**config.mk**
```make
export PLATFORM = sky130hd
export DESIGN_NAME = evt_stamp_capture
export DESIGN_NICKNAME = d
export VERILOG_FILES = /design/src/rtl/evt_stamp_pkg.sv /design/src/rtl/evt_stamp_sync.sv /design/src/rtl/evt_stamp_ctrl.sv /design/src/rtl/evt_stamp_dp.sv /design/src/rtl/evt_stamp_capture.sv
export SDC_FILE = /design/constraint.sdc
export NUM_CORES = 1
export LEC_CHECK = 0
export BUFFER_PORTS_ARGS = -buffer_cell sky130_fd_sc_hd__buf_2
export CAP_MARGIN = 10
export CORE_ASPECT_RATIO = 2
export CORE_UTILIZATION = 40
export DETAILED_ROUTE_END_ITERATION = 10
export GPL_ROUTABILITY_DRIVEN = 0
export PLACE_DENSITY = 0.65
export SLEW_MARGIN = 20
export SYNTH_ARGS = -nofsm -noshare
export SYNTH_HDL_FRONTEND = slang
export SYNTH_SLANG_ARGS = --single-unit
```
**constraint.sdc**
```tcl
create_clock -name clk -period 8.8 [get_ports clk]
set_input_delay 0 -clock clk [delete_from_list [all_inputs] [get_ports clk]]
set_output_delay 0 -clock clk [all_outputs]
set_load 0.03 [all_outputs]
```
**src/rtl/evt_stamp_pkg.sv**
```systemverilog
package evt_stamp_pkg;

  // One second expressed in the nanoseconds field.
  localparam int unsigned NS_PER_SEC = 1_000_000_000;

  // Per-cycle strobes from control to datapath.
  typedef struct packed {
    logic pop;   // head entry leaves the queue this edge
    logic push;  // at least one event is written this edge
  } evt_strobe_t;

endpackage

```
**src/rtl/evt_stamp_sync.sv**
```systemverilog
// Two-stage synchronizer plus one history stage for edge detection.
module evt_stamp_sync #(
  parameter int W = 1
) (
  input  logic         clk,
  input  logic         rstN,
  input  logic [W-1:0] asyncIn,
  output logic [W-1:0] lvlNow,
  output logic [W-1:0] lvlPrev
);

  logic [W-1:0] stg1, stg2, stg3;

  always_ff @(posedge clk or negedge rstN) begin
    if (!rstN) begin
      stg1 <= '0;
      stg2 <= '0;
      stg3 <= '0;
    end else begin
      stg1 <= asyncIn;
      stg2 <= stg1;
      stg3 <= stg2;
    end
  end

  assign lvlNow  = stg2;
  assign lvlPrev = stg3;

endmodule

```
**src/rtl/evt_stamp_ctrl.sv**
```systemverilog
// Control: synchronizer, edge selection, slot admission, occupancy, loss flag.
module evt_stamp_ctrl
  import evt_stamp_pkg::*;
#(
  parameter int NCH   = 2,
  parameter int DEPTH = 8,
  parameter int CW    = $clog2(DEPTH) + 1
) (
  input  logic           clk,
  input  logic           rstN,
  input  logic [NCH-1:0] evtPin,
  input  logic [NCH-1:0] chEnable,
  input  logic [NCH-1:0] riseEn,
  input  logic [NCH-1:0] fallEn,
  input  logic           evtReady,
  output logic           evtValid,
  output logic           overflow,
  output logic [NCH-1:0] acceptVec,
  output evt_strobe_t    strb,
  output logic [CW-1:0]  fillCount
);

  logic [NCH-1:0] lvlNow, lvlPrev, hitVec;
  logic [CW-1:0]  nAccept;
  logic           dropAny;
  int             freeSlots, accCnt, hitCnt;

  evt_stamp_sync #(.W(NCH)) u_sync (
    .clk     (clk),
    .rstN    (rstN),
    .asyncIn (evtPin),
    .lvlNow  (lvlNow),
    .lvlPrev (lvlPrev)
  );

  for (genvar c = 0; c < NCH; c++) begin : g_hit
    assign hitVec[c] = chEnable[c] &
                       ((riseEn[c] &  lvlNow[c] & ~lvlPrev[c]) |
                        (fallEn[c] & ~lvlNow[c] &  lvlPrev[c]));
  end

  assign evtValid  = (fillCount != '0);
  assign strb.pop  = evtValid & evtReady;
  assign strb.push = |acceptVec;

  // Admit hits in ascending channel order while slots remain; a slot
  // vacated by this edge's removal counts as free.
  always_comb begin
    freeSlots = DEPTH - int'(fillCount) + int'(strb.pop);
    accCnt    = 0;
    hitCnt    = 0;
    acceptVec = '0;
    for (int c = 0; c < NCH; c++) begin
      if (hitVec[c]) begin
        if (hitCnt < freeSlots) begin
          acceptVec[c] = 1'b1;
          accCnt       = accCnt + 1;
        end
        hitCnt = hitCnt + 1;
      end
    end
    nAccept = CW'(accCnt);
    dropAny = (hitCnt != accCnt);
  end

  always_ff @(posedge clk or negedge rstN) begin
    if (!rstN) begin
      fillCount <= '0;
      overflow  <= 1'b0;
    end else begin
      fillCount <= fillCount - CW'(strb.pop) + nAccept;
      overflow  <= overflow | dropAny;
    end
  end

endmodule

```
**src/rtl/evt_stamp_dp.sv**
```systemverilog
// Datapath: latency correction, slot addressing, entry storage, head read.
module evt_stamp_dp
  import evt_stamp_pkg::*;
#(
  parameter int NCH    = 2,
  parameter int DEPTH  = 8,
  parameter int SEC_W  = 32,
  parameter int NS_W   = 30,
  parameter int CORR_W = 20,
  parameter int CHW    = 1,
  parameter int AW     = $clog2(DEPTH)
) (
  input  logic              clk,
  input  logic              rstN,
  input  evt_strobe_t       strb,
  input  logic [NCH-1:0]    acceptVec,
  input  logic [SEC_W-1:0]  timeSec,
  input  logic [NS_W-1:0]   timeNs,
  input  logic [CORR_W-1:0] corrNs,
  output logic [CHW-1:0]    evtChan,
  output logic [SEC_W-1:0]  evtSec,
  output logic [NS_W-1:0]   evtNs
);

  localparam int DW = ((NS_W > CORR_W) ? NS_W : CORR_W) + 2;
  localparam logic signed [DW-1:0] NSPS = DW'(NS_PER_SEC);

  logic signed [DW-1:0] rawNs;
  logic [SEC_W-1:0]     adjSec;
  logic [NS_W-1:0]      adjNs;

  // Corrected stamp, shared by every channel firing on this edge.
  always_comb begin
    rawNs  = $signed({{(DW-NS_W){1'b0}}, timeNs}) -
             $signed({{(DW-CORR_W){corrNs[CORR_W-1]}}, corrNs});
    adjSec = timeSec;
    adjNs  = NS_W'(rawNs);
    if (rawNs < 0) begin
      adjNs  = NS_W'(rawNs + NSPS);
      adjSec = timeSec - SEC_W'(1);
    end else if (rawNs >= NSPS) begin
      adjNs  = NS_W'(rawNs - NSPS);
      adjSec = timeSec + SEC_W'(1);
    end
  end

  logic [AW-1:0] wrPtr, rdPtr, wrStep;
  logic [AW-1:0] slot [NCH];

  // Accepted channels take consecutive slots, lowest index first.
  always_comb begin
    wrStep = '0;
    for (int c = 0; c < NCH; c++) begin
      slot[c] = wrPtr + wrStep;
      if (acceptVec[c]) wrStep = wrStep + AW'(1);
    end
  end

  always_ff @(posedge clk or negedge rstN) begin
    if (!rstN) begin
      wrPtr <= '0;
      rdPtr <= '0;
    end else begin
      wrPtr <= wrPtr + wrStep;
      rdPtr <= rdPtr + AW'(strb.pop);
    end
  end

  logic [CHW-1:0]   memChan [DEPTH];
  logic [SEC_W-1:0] memSec  [DEPTH];
  logic [NS_W-1:0]  memNs   [DEPTH];

  always_ff @(posedge clk) begin
    if (strb.push) begin
      for (int c = 0; c < NCH; c++) begin
        if (acceptVec[c]) begin
          memChan[slot[c]] <= CHW'(c);
          memSec[slot[c]]  <= adjSec;
          memNs[slot[c]]   <= adjNs;
        end
      end
    end
  end

  assign evtChan = memChan[rdPtr];
  assign evtSec  = memSec[rdPtr];
  assign evtNs   = memNs[rdPtr];

endmodule

```
**src/rtl/evt_stamp_capture.sv**
```systemverilog
// Top: external event timestamp capture.
module evt_stamp_capture
  import evt_stamp_pkg::*;
#(
  parameter int NCH    = 2,
  parameter int DEPTH  = 8,
  parameter int SEC_W  = 32,
  parameter int NS_W   = 30,
  parameter int CORR_W = 20,
  localparam int CHW   = (NCH > 1) ? $clog2(NCH) : 1,
  localparam int AW    = $clog2(DEPTH),
  localparam int CW    = AW + 1
) (
  input  logic              clk,
  input  logic              rstN,
  input  logic [NCH-1:0]    evtPin,
  input  logic [NCH-1:0]    chEnable,
  input  logic [NCH-1:0]    riseEn,
  input  logic [NCH-1:0]    fallEn,
  input  logic [SEC_W-1:0]  timeSec,
  input  logic [NS_W-1:0]   timeNs,
  input  logic [CORR_W-1:0] corrNs,
  output logic              evtValid,
  input  logic              evtReady,
  output logic [CHW-1:0]    evtChan,
  output logic [SEC_W-1:0]  evtSec,
  output logic [NS_W-1:0]   evtNs,
  output logic              overflow
);

  evt_strobe_t    strb;
  logic [NCH-1:0] acceptVec;
  logic [CW-1:0]  fillCount;

  evt_stamp_ctrl #(.NCH(NCH), .DEPTH(DEPTH), .CW(CW)) u_ctrl (
    .clk       (clk),
    .rstN      (rstN),
    .evtPin    (evtPin),
    .chEnable  (chEnable),
    .riseEn    (riseEn),
    .fallEn    (fallEn),
    .evtReady  (evtReady),
    .evtValid  (evtValid),
    .overflow  (overflow),
    .acceptVec (acceptVec),
    .strb      (strb),
    .fillCount (fillCount)
  );

  evt_stamp_dp #(
    .NCH(NCH), .DEPTH(DEPTH), .SEC_W(SEC_W), .NS_W(NS_W),
    .CORR_W(CORR_W), .CHW(CHW), .AW(AW)
  ) u_dp (
    .clk       (clk),
    .rstN      (rstN),
    .strb      (strb),
    .acceptVec (acceptVec),
    .timeSec   (timeSec),
    .timeNs    (timeNs),
    .corrNs    (corrNs),
    .evtChan   (evtChan),
    .evtSec    (evtSec),
    .evtNs     (evtNs)
  );

endmodule

```
==> run_results.csv, run 1 <==
group,metric,value,unit
detailed_routing,drt_iter0_markers,1024,
yosys,yosysMostFrequentCell,"edfxtp_1",
global_route,top_usage_layer,"met2",
power_and_ir_drop,p_leak,9.257,nW
status,violations,"design-rule violations",
clock_tree,cts_root_buf,"clkbuf_16",
clock_tree,path_clk_slew,0.07,ns
clock_tree,cts_tree,"done",
detailed_routing,via_per_inst,5.611,
clock_tree,cts_resized,0,
placement,dp_hpwl,36900,um
yosys,synth_ff_type,"edfxtp_1",
sta,worst_slack,3.185,ns
yosys,synth_area,0.02411,sq mm
yosys,synth_edf_count,496,
detailed_routing,ant_nets,0,
sta,rsz0062_at_grt,"no",
placement,dp_cells,2373,
clock_tree,post_cts_buffers,0,
layout,fin_nets,1824,
yosys,netlist_top_cells_count,"edfxtp_1 (496), mux4_2 (126), nand2_1 (99)",
floorplanning,fp.dieW,175.6,um
clock_tree,cts_made_buffers,41,
power_and_ir_drop,power,7.712,mW
sta,finClkSkew,0.01337,ns
detailed_routing,drt-total-wl,56600,um
detailed_routing,drt_pass1_iterations,10,
yosys,synth.net_count,1643,
global_route,met2_usage,34.98,%
floorplanning,die_h,349.2,um
yosys,netlist_instances,1486,
status,status,"finished with violations",
worst_setup_path,crit_type,"reg -> reg",
clock_tree,clkLatencyLatePin,0.56,ns
sta,fin_crit,5.615,ns
detailed_routing,drcViolationCount,1,
yosys,ys_types,83,
yosys,async_flop_share,3.263,%
worst_setup_path,crit_path_start_kind,"register",
yosys,ys_seq_elements,521,
global_route,grtUsageMet3,2.230,%
yosys,synth_area_leaders,"edfxtp_1 (62%), mux4_2 (12%), ha_1 (3.2%), mux2_2 (2.9%), dfrtp_1 (1.8%)",
sta,maxSlewHeadroom,32.09,%
global_route,grtUsageTotal,18.79,%
sta,max_freq,178.1,MHz
power_and_ir_drop,powerDensity,282.4,mW/mm^2
sta,tns,0,ns
worst_setup_path,critPathArrivalTime,5.81,ns
floorplanning,rows,127,
global_route,antenna_found_initial,5,
layout,finalNonFillerCells,2473,
worst_setup_path,path_max_fanout,32,
power_and_ir_drop,peakVddDrop,0.2103,mV
yosys,synthDominantCellAreaShare,61.78,%
layout,drive_gt1_share,27.34,%
placement,dp_worst_setup_slack,3.179,ns
yosys,synth_top_cell_by_area,"edfxtp_1",
worst_setup_path,endpoint_kind,"register",
detailed_routing,vias,13880,
layout,fillers,5251,
floorplanning,coreArea,0.05975,sq mm
yosys,synth_warnings,0,
sta,worst-slew-pin-transition,1.015,ns
min_path,hp-class,"in -> reg",
clock_tree,h-tree-depth,2,
sta,setup_violations,0,
global_route,grt_max_degree,97,
global_route,grt_pass1_vias,14620,
global_route,grt.overflow.total,0,
clock_tree,cts.sinks,521,
sta,finalCritPeriodShare,63.81,%
placement,portBuffers,157,
global_route,grtUsageMet1,21.70,%
floorplanning,ios,158,
detailed_routing,wl_per_cell,22.89,um
job,maxCapViolCount,0,
layout,syn_to_final_growth,13.27,%
sta,hold_violations,0,
floorplanning,die_area,0.06132,sq mm
sta,slew_viol_final,0,
floorplanning,start_util,40.35,%
global_route,grt_pass1_wl,86440,um
yosys,syn_area_per_cell,16.22,sq um
yosys,seq_area_frac_synth,64.21,%
clock_tree,clk_path_buf_depth,3,
worst_setup_path,required,9.00,ns
## power breakdown
group / switching (mW) / internal, mW
registers: 0.153 / 2.97
clock network: 0.829 / 0.921
logic: 1.70 / 1.14
total: 2.68 / 5.03
## path summary, 6_finish.rpt
check                                                startpoint                                 to  slack [ns]  cells past startpoint
worst max-delay path              u_ctrl.fillCount[0]$_DFF_PN0_       u_dp.memSec[2][10]$_DFFE_PP_        3.18                     18
worst min-delay path                                timeSec[22]       u_dp.memSec[4][22]$_DFFE_PP_        0.03                      2
worst max register to register    u_ctrl.fillCount[0]$_DFF_PN0_       u_dp.memSec[2][10]$_DFFE_PP_        3.18                     18
worst min register to register  u_ctrl.u_sync.stg1[1]$_DFF_PN0_  u_ctrl.u_sync.lvlNow[1]$_DFF_PN0_        0.36                      0
max in group asynchronous                                  rstN            u_dp.rdPtr[0]$_DFF_PN0_        7.60                      3
min in group asynchronous                                  rstN            u_dp.wrPtr[1]$_DFF_PN0_        0.61                      3
## routing by layer
layer | wire (um) | vias up | part of all wire [%]
met3 | 2612 | 100 | 4.6
met2 | 30710 | 436 | 54
li1 | - | 6275 | -
met5 | 34 | - | 0.060
met4 | 1808 | 6 | 3.2
met1 | 21440 | 7058 | 38
## sequential cells by signal, indices dropped and copies added, names as in the netlist
register	flops
u_ctrl.u_sync.stg1	2
u_dp.memChan	8
u_dp.rdPtr	3
u_ctrl.u_sync.lvlPrev	2
u_ctrl.overflow	1
u_ctrl.fillCount	4
u_dp.memNs	240
u_ctrl.u_sync.lvlNow	2
u_dp.memSec	256
u_dp.wrPtr	3
## layout by cell type, fill, tap and decap left out, drive strengths merged, types with 6 or more instances in the layout
| master | count |
|---|---|
| o21a | 6 |
| o31ai | 6 |
| and3 | 11 |
| nand4 | 14 |
| buf | 173 |
| o22ai | 16 |
| or2 | 10 |
| nor3 | 24 |
| mux2 | 63 |
| and2 | 11 |
| clkbuf | 47 |
| or3 | 17 |
| xnor2 | 48 |
| nand2 | 99 |
| a41oi | 7 |
| mux4 | 126 |
| o21ai | 40 |
| ha | 61 |
| xor2 | 33 |
| dfxtp | 8 |
| dfrtp | 17 |
| a21o | 17 |
| nand3 | 34 |
| dlygate4sd3 | 25 |
| a21oi | 47 |
| nor2 | 49 |
| o211ai | 13 |
| a211oi | 8 |
| edfxtp | 496 |
| nand2b | 6 |
| clkinv | 21 |
| inv | 53 |
## cells by family (layout without fill, tap and decap cells)
logic type	count (synthesis)	in the layout	share of synthesized area, %
flip-flops	521	521	64.21
AND/OR/NAND/NOR	298	298	6.082
AO/OA/AOI/OAI	219	219	6.690
multiplexers	191	191	14.80
buffers and inverters	112	323	1.837
XOR/XNOR	81	81	2.974
adder cells (fa/ha/maj)	64	64	3.415
other	0	2	0
## stage by stage
stage	hold slack [ns]	util (%)	cell area, sq um
final	0.03016	45.71	27310
after global routing	0.02880	45.71	27310
after CTS	0.001512	45.70	27300
after detailed placement	-0.04290	43.19	25810
after global placement	-0.04540	43.19	25810
after floorplan	-0.2956	-	24110
## worst max-delay path: stages, from the launching register on
cell	delay, ns
dfrtp_1	0.39
inv_1	0.08
ha_1	0.25
nand2_1	0.08
and2_1	0.19
ha_1	0.26
ha_1	0.24
nand3_1	0.12
ha_1	0.29
nor4b_1	0.14
nand4b_1	0.09
nor3_1	0.07
a211oi_1	0.58
inv_1	0.18
ha_1	0.26
nor3_1	0.39
nand3_1	0.21
nand2_2	0.78
buf_4	0.61
## layout make-up
cell class | count | area [sq um] | share of cell area (%)
antenna | 2 | 5.005 | 0.01833
clock buffer | 47 | 1049 | 3.839
inverter | 52 | 195.2 | 0.7147
sequential | 521 | 15490 | 56.72
clock inverter | 26 | 198.9 | 0.7285
timing repair buffer | 198 | 1169 | 4.279
tap | 774 | 968.4 | 3.546
multi-input combinational | 853 | 8235 | 30.16
## timing repair
action / in CTS / in global routing
hold buffers: 25 / 0
endpoints found under the setup margin: 0 / 0
hold endpoints to repair: 172 / 0
Power figures use the tool's default switching activity.
==> inputs of run 2 (changes only) <==
- PLACE_DENSITY: 0.65 -> 0.63
- clock period: 8.8 -> 5.7 ns (I/O delays scaled with it)
==> run_results.csv, run 2 (synthesis results as in run 1) <==
group,metric,value,unit
power_and_ir_drop,power,12.21,mW
layout,largest_reg_flops,256,
global_route,antenna_found_initial,4,
worst_setup_path,slowest_stage,"nand2_2",
sta,finClkSkew,0.02342,ns
clock_tree,cts.sinks,521,
sta,fin_crit,4.997,ns
global_route,grtUsageMet1,22.21,%
clock_tree,cts_root_buf,"clkbuf_16",
clock_tree,clkLatencyLatePin,0.56,ns
sta,max_freq,200.1,MHz
clock_tree,clk_path_buf_depth,3,
worst_setup_path,endpoint_kind,"register",
power_and_ir_drop,peakVddDrop,0.3238,mV
worst_setup_path,crit_chain,"inv_1 -> ha_1 -> a21oi_1 -> and3_1 -> nand3_1 -> ha_1 -> nor4b_1 -> nand4b_1 -> nor3_1 -> a211oi_1 -> ha_1 -> ha_1 -> xor2_1 -> nand3_1 -> nand2_2 -> buf_12",
power_and_ir_drop,p_leak,9.533,nW
placement,dp_hpwl,39430,um
global_route,grtUsageTotal,18.92,%
clock_tree,post_cts_buffers,0,
detailed_routing,drcViolationCount,0,
worst_setup_path,required,5.95,ns
placement,portBuffers,157,
clock_tree,cts_made_buffers,41,
detailed_routing,via_per_inst,5.615,
detailed_routing,drt_iter0_markers,1004,
clock_tree,path_clk_slew,0.07,ns
floorplanning,ios,158,
global_route,grt.overflow.total,0,
power_and_ir_drop,powerDensity,438.2,mW/mm^2
layout,layout_common_cells,"edfxtp_1 (496), buf_2 (157), mux4_2 (126)",
global_route,grt_pass1_wl,87800,um
floorplanning,coreArea,0.05975,sq mm
floorplanning,die_h,349.2,um
sta,rsz0062_at_grt,"no",
layout,fin_nets,1859,
placement,dpl_cell_area,0.02627,sq mm
min_path,hp-class,"in -> reg",
worst_setup_path,cp_common_cell,"ha_1",
sta,maxSlewHeadroom,26.86,%
sta,setup_violations,0,
detailed_routing,drt-total-wl,57720,um
detailed_routing,ant_nets,0,
floorplanning,fp.dieW,175.6,um
sta,finalCritPeriodShare,87.67,%
worst_setup_path,slowest_delay,0.56,ns
detailed_routing,wl_per_cell,23.00,um
layout,syn_to_final_growth,15.55,%
worst_setup_path,crit_path_start_kind,"register",
job,maxCapViolCount,0,
worst_setup_path,critPathArrivalTime,5.25,ns
floorplanning,rows,127,
worst_setup_path,path_max_fanout,21,
worst_setup_path,reg2reg_setup_slack,0.70,ns
detailed_routing,vias,14090,
detailed_routing,drt_pass1_iterations,5,
clock_tree,h-tree-depth,2,
global_route,grt_max_degree,115,
sta,worst-slew-pin-transition,1.097,ns
layout,postLayoutCellArea,0.02786,sq mm
placement,dp_cells,2411,
layout,layout_commonest_cell,"edfxtp_1",
global_route,grt_pass1_vias,14830,
global_route,top_usage_layer,"met2",
clock_tree,cts_tree,"done",
status,status,"complete, no violations",
worst_setup_path,crit_type,"reg -> reg",
global_route,grtUsageMet3,2.067,%
floorplanning,die_area,0.06132,sq mm
floorplanning,start_util,40.35,%
sta,slew_viol_final,0,
global_route,met2_usage,35.36,%
layout,finalNonFillerCells,2510,
layout,drive_gt1_share,29.68,%
sta,hold_violations,0,
==> run 2: cell types whose count changed in the layout (fill, tap and decap cells not counted), moves of 2 or more <==
cell           previous run  this run
clkbuf_1                  6         3
clkbuf_16                41        43
clkinvlp_4                2         5
buf_12                    1        15
dlygate4sd3_1            25        22
clkinv_1                 13         6
inv_6                     1         4
buf_4                    15        39
clkinv_4                  1         3
clkinv_2                  5         7
bufinv_16                 2         4
clkinv_8                  2         0
==> run 2: metal layers <==
layer  vias to the layer above  routed length [um]
li1                       6348                   -
met1                      7219               22290
met2                       424               31170
met3                        96                2591
met4                         6                1633
met5                         -                  36
==> run 2: cell type report <==
| type | instances | area, sq um |
|---|---|---|
| fill | 5243 | 31890 |
| timing repair buffer | 233 | 1599 |
| clock buffer | 46 | 1087 |
| antenna | 1 | 2.502 |
| inverter | 52 | 195.2 |
| tap | 774 | 968.4 |
| sequential | 521 | 15490 |
| clock inverter | 30 | 281.5 |
| multi-input combinational | 853 | 8235 |
==> run 2: final timing paths <==
check	start	endpoint	cells past startpoint
worst max-delay path	u_ctrl.fillCount[0]$_DFF_PN0_	u_dp.memSec[6][11]$_DFFE_PP_	16
worst min-delay path	timeSec[31]	u_dp.memSec[1][31]$_DFFE_PP_	2
worst max register to register	u_ctrl.fillCount[0]$_DFF_PN0_	u_dp.memSec[6][11]$_DFFE_PP_	16
worst min register to register	u_ctrl.u_sync.stg1[0]$_DFF_PN0_	u_ctrl.u_sync.lvlNow[0]$_DFF_PN0_	0
max in group asynchronous	rstN	u_dp.rdPtr[1]$_DFF_PN0_	3
min in group asynchronous	rstN	u_ctrl.fillCount[0]$_DFF_PN0_	3
==> run 2: repair_timing <==
action,CTS,global route
hold buffers,22,0
gates resized for setup,0,0
endpoints found under the hold margin,134,0
==> run 2: through the flow <==
step                      worst slack, ns  hold WS [ns]  TNS [ns]  utilization [%]
after global routing               0.2952       0.01415         0            46.63
after detailed placement           0.7260      -0.03865         0            43.96
after global placement             0.8994      -0.04777         0            43.96
final                              0.7027       0.01910         0            46.63
after CTS                          0.7159     0.0001407         0            46.62
after floorplan                   -0.7951       -0.2956    -49.30                -
==> run 2: power breakdown <==
| part | switching, mW | leakage [nW] | internal [mW] | total [mW] |
|---|---|---|---|---|
| combinational | 2.70 | 4.15 | 1.84 | 4.54 |
| clock | 1.35 | 0.658 | 1.58 | 2.93 |
| sequential | 0.165 | 4.72 | 4.58 | 4.74 |
| total | 4.22 | 9.53 | 7.99 | 12.2 |
==> run 2: worst max-delay path: cells and delay by family, from the launching register on <==
| kind | cells | cell delay [ns] |
|---|---|---|
| AO/OA/AOI/OAI | 2 | 0.75 |
| flip-flops | 1 | 0.39 |
| adder cells (fa/ha/maj) | 4 | 0.93 |
| XOR/XNOR | 1 | 0.36 |
| AND/OR/NAND/NOR | 7 | 1.87 |
| buffers and inverters | 2 | 0.36 |
==> inputs of run 3 (changes only) <==
- CELL_PAD_IN_SITES_DETAIL_PLACEMENT: unset -> 1
- CELL_PAD_IN_SITES_GLOBAL_PLACEMENT: unset -> 1
- PLACE_DENSITY: 0.63 -> 0.7
==> run_results.csv, run 3 (synthesis results as in run 1) <==
group,metric,value,unit
status,status,"complete, no violations",
detailed_routing,ant_nets,0,
global_route,grt_pass1_vias,15410,
sta,worst_slack,0.5539,ns
layout,layout_common_cells,"edfxtp_1 (496), buf_2 (157), mux4_2 (126)",
layout,largest_reg_flops,256,
power_and_ir_drop,p_leak,9.520,nW
floorplanning,fp.dieW,175.6,um
global_route,grt_pass1_wl,92580,um
min_path,hp-class,"in -> reg",
placement,dp_cells,2401,
worst_setup_path,required,5.98,ns
detailed_routing,drt_pass1_iterations,5,
global_route,grtUsageTotal,20.33,%
sta,worst-slew-pin-transition,0.9354,ns
clock_tree,path_clk_slew,0.07,ns
detailed_routing,drcViolationCount,0,
sta,fin_crit,5.146,ns
sta,slew_viol_final,0,
layout,finalNonFillerCells,2504,
floorplanning,coreArea,0.05975,sq mm
clock_tree,clkLatencyLatePin,0.57,ns
floorplanning,rows,127,
layout,multiInputGateArea,0.008235,sq mm
global_route,antenna_found_initial,2,
floorplanning,start_util,40.35,%
sta,hold_violations,0,
placement,dp_hpwl,42520,um
sta,finalCritPeriodShare,90.28,%
placement,portBuffers,157,
power_and_ir_drop,power,12.43,mW
layout,layout_commonest_cell,"edfxtp_1",
clock_tree,cts_tree,"done",
detailed_routing,wl_per_cell,24.68,um
sta,maxSlewHeadroom,37.64,%
worst_setup_path,path_max_fanout,9,
sta,rsz0062_at_grt,"no",
detailed_routing,via_per_inst,5.622,
layout,fin_nets,1852,
sta,finClkSkew,0.01884,ns
detailed_routing,vias,14080,
power_and_ir_drop,powerDensity,445.8,mW/mm^2
layout,fin_util,46.65,%
worst_setup_path,crit_type,"in -> reg",
floorplanning,die_area,0.06132,sq mm
sta,max_freq,194.3,MHz
worst_setup_path,endpoint_kind,"register",
detailed_routing,drt-total-wl,61790,um
clock_tree,cts_root_buf,"clkbuf_16",
clock_tree,cts.sinks,521,
detailed_routing,drt_iter0_markers,761,
worst_setup_path,critPathArrivalTime,5.43,ns
clock_tree,h-tree-depth,2,
job,maxCapViolCount,0,
layout,seq_area,0.01549,sq mm
layout,drive_gt1_share,29.21,%
global_route,grt.overflow.total,0,
clock_tree,clk_path_buf_depth,3,
clock_tree,cts_made_buffers,44,
global_route,grt_max_degree,63,
floorplanning,ios,158,
placement,dp_worst_setup_slack,0.5333,ns
power_and_ir_drop,peakVddDrop,0.2750,mV
floorplanning,die_h,349.2,um
sta,setup_violations,0,
layout,syn_to_final_growth,15.61,%
worst_setup_path,crit_path_start_kind,"input port",
layout,fillers,5959,
run 3: cell types whose count changed in the layout (fill, tap and decap cells not counted), sizes merged:
cell / previous run / this run
clkinvlp: 6 / 5
clkinv: 16 / 18
buf: 211 / 201
inv: 56 / 54
clkbuf: 46 / 49
bufinv: 4 / 6
run 3: worst max-delay path, cell delays in order:
cell,delay [ns]
dlygate4sd3_1,0.53
buf_2,0.12
ha_1,0.23
fa_1,0.41
nand2b_1,0.20
a21o_1,0.20
a2111oi_0,0.70
buf_4,0.24
o21ai_0,0.22
a31oi_1,0.38
o211a_1,0.19
o21ai_0,0.13
a32o_1,0.42
nor2_2,0.47
buf_4,0.27
o22ai_1,0.12
xnor2_1,0.58
run 3: power breakdown:
part	internal (mW)	switching, mW	leakage, nW
Sequential	4.58	0.258	4.72
Combinational	1.83	2.68	4.10
Clock	1.71	1.38	0.699
run 3: final cells by class:
type	count	share of cell area (%)
sequential	521	55.58
multi-input combinational	853	29.55
clock inverter	31	1.208
clock buffer	49	4.018
antenna	1	0.008978
inverter	52	0.7003
tap	774	3.474
timing repair buffer	223	5.468
run 3: per-layer routing:
| layer | GRT usage [%] | up-vias | wire (um) | share of wire [%] |
|---|---|---|---|---|
| met2 | 38.64 | 363 | 33820 | 55 |
| li1 | - | 6331 | - | - |
| met4 | 6.886 | 4 | 1802 | 2.9 |
| met1 | 23.33 | 7291 | 23800 | 39 |
| met5 | 0 | - | 31 | 0.050 |
| met3 | 2.165 | 88 | 2334 | 3.8 |
run 3: path summary, 6_finish.rpt:
path                                            startpoint                           endpoint  slack, ns  cells past startpoint
min                                            timeSec[17]       u_dp.memSec[7][17]$_DFFE_PP_      0.008                      2
min reg2reg                u_ctrl.u_sync.stg1[0]$_DFF_PN0_  u_ctrl.u_sync.lvlNow[0]$_DFF_PN0_       0.35                      0
max in group asynchronous                             rstN            u_dp.rdPtr[2]$_DFF_PN0_       4.49                      3
min in group asynchronous                             rstN      u_ctrl.fillCount[2]$_DFF_PN0_       0.61                      3
max                                              corrNs[0]        u_dp.memNs[0][11]$_DFFE_PP_       0.55                     17
max reg2reg                  u_ctrl.fillCount[2]$_DFF_PN0_         u_dp.memNs[7][1]$_DFFE_PP_       0.68                     16
run 3: timing repair:
item	CTS	global route
resized for setup	0	0
hold buffers	22	0
hold endpoints to repair	151	0
setup buffers	0	0
run 3: metrics by stage:
step / setup TNS (ns) / area (sq um) / hold slack [ns]
after floorplan: -49.30 / 24120 / -0.2956
after global placement: 0 / 26190 / -0.03755
after detailed placement: 0 / 26190 / -0.03426
after CTS: 0 / 27870 / 0.0003010
after global routing: 0 / 27870 / 0.02264
final: 0 / 27870 / 0.007742
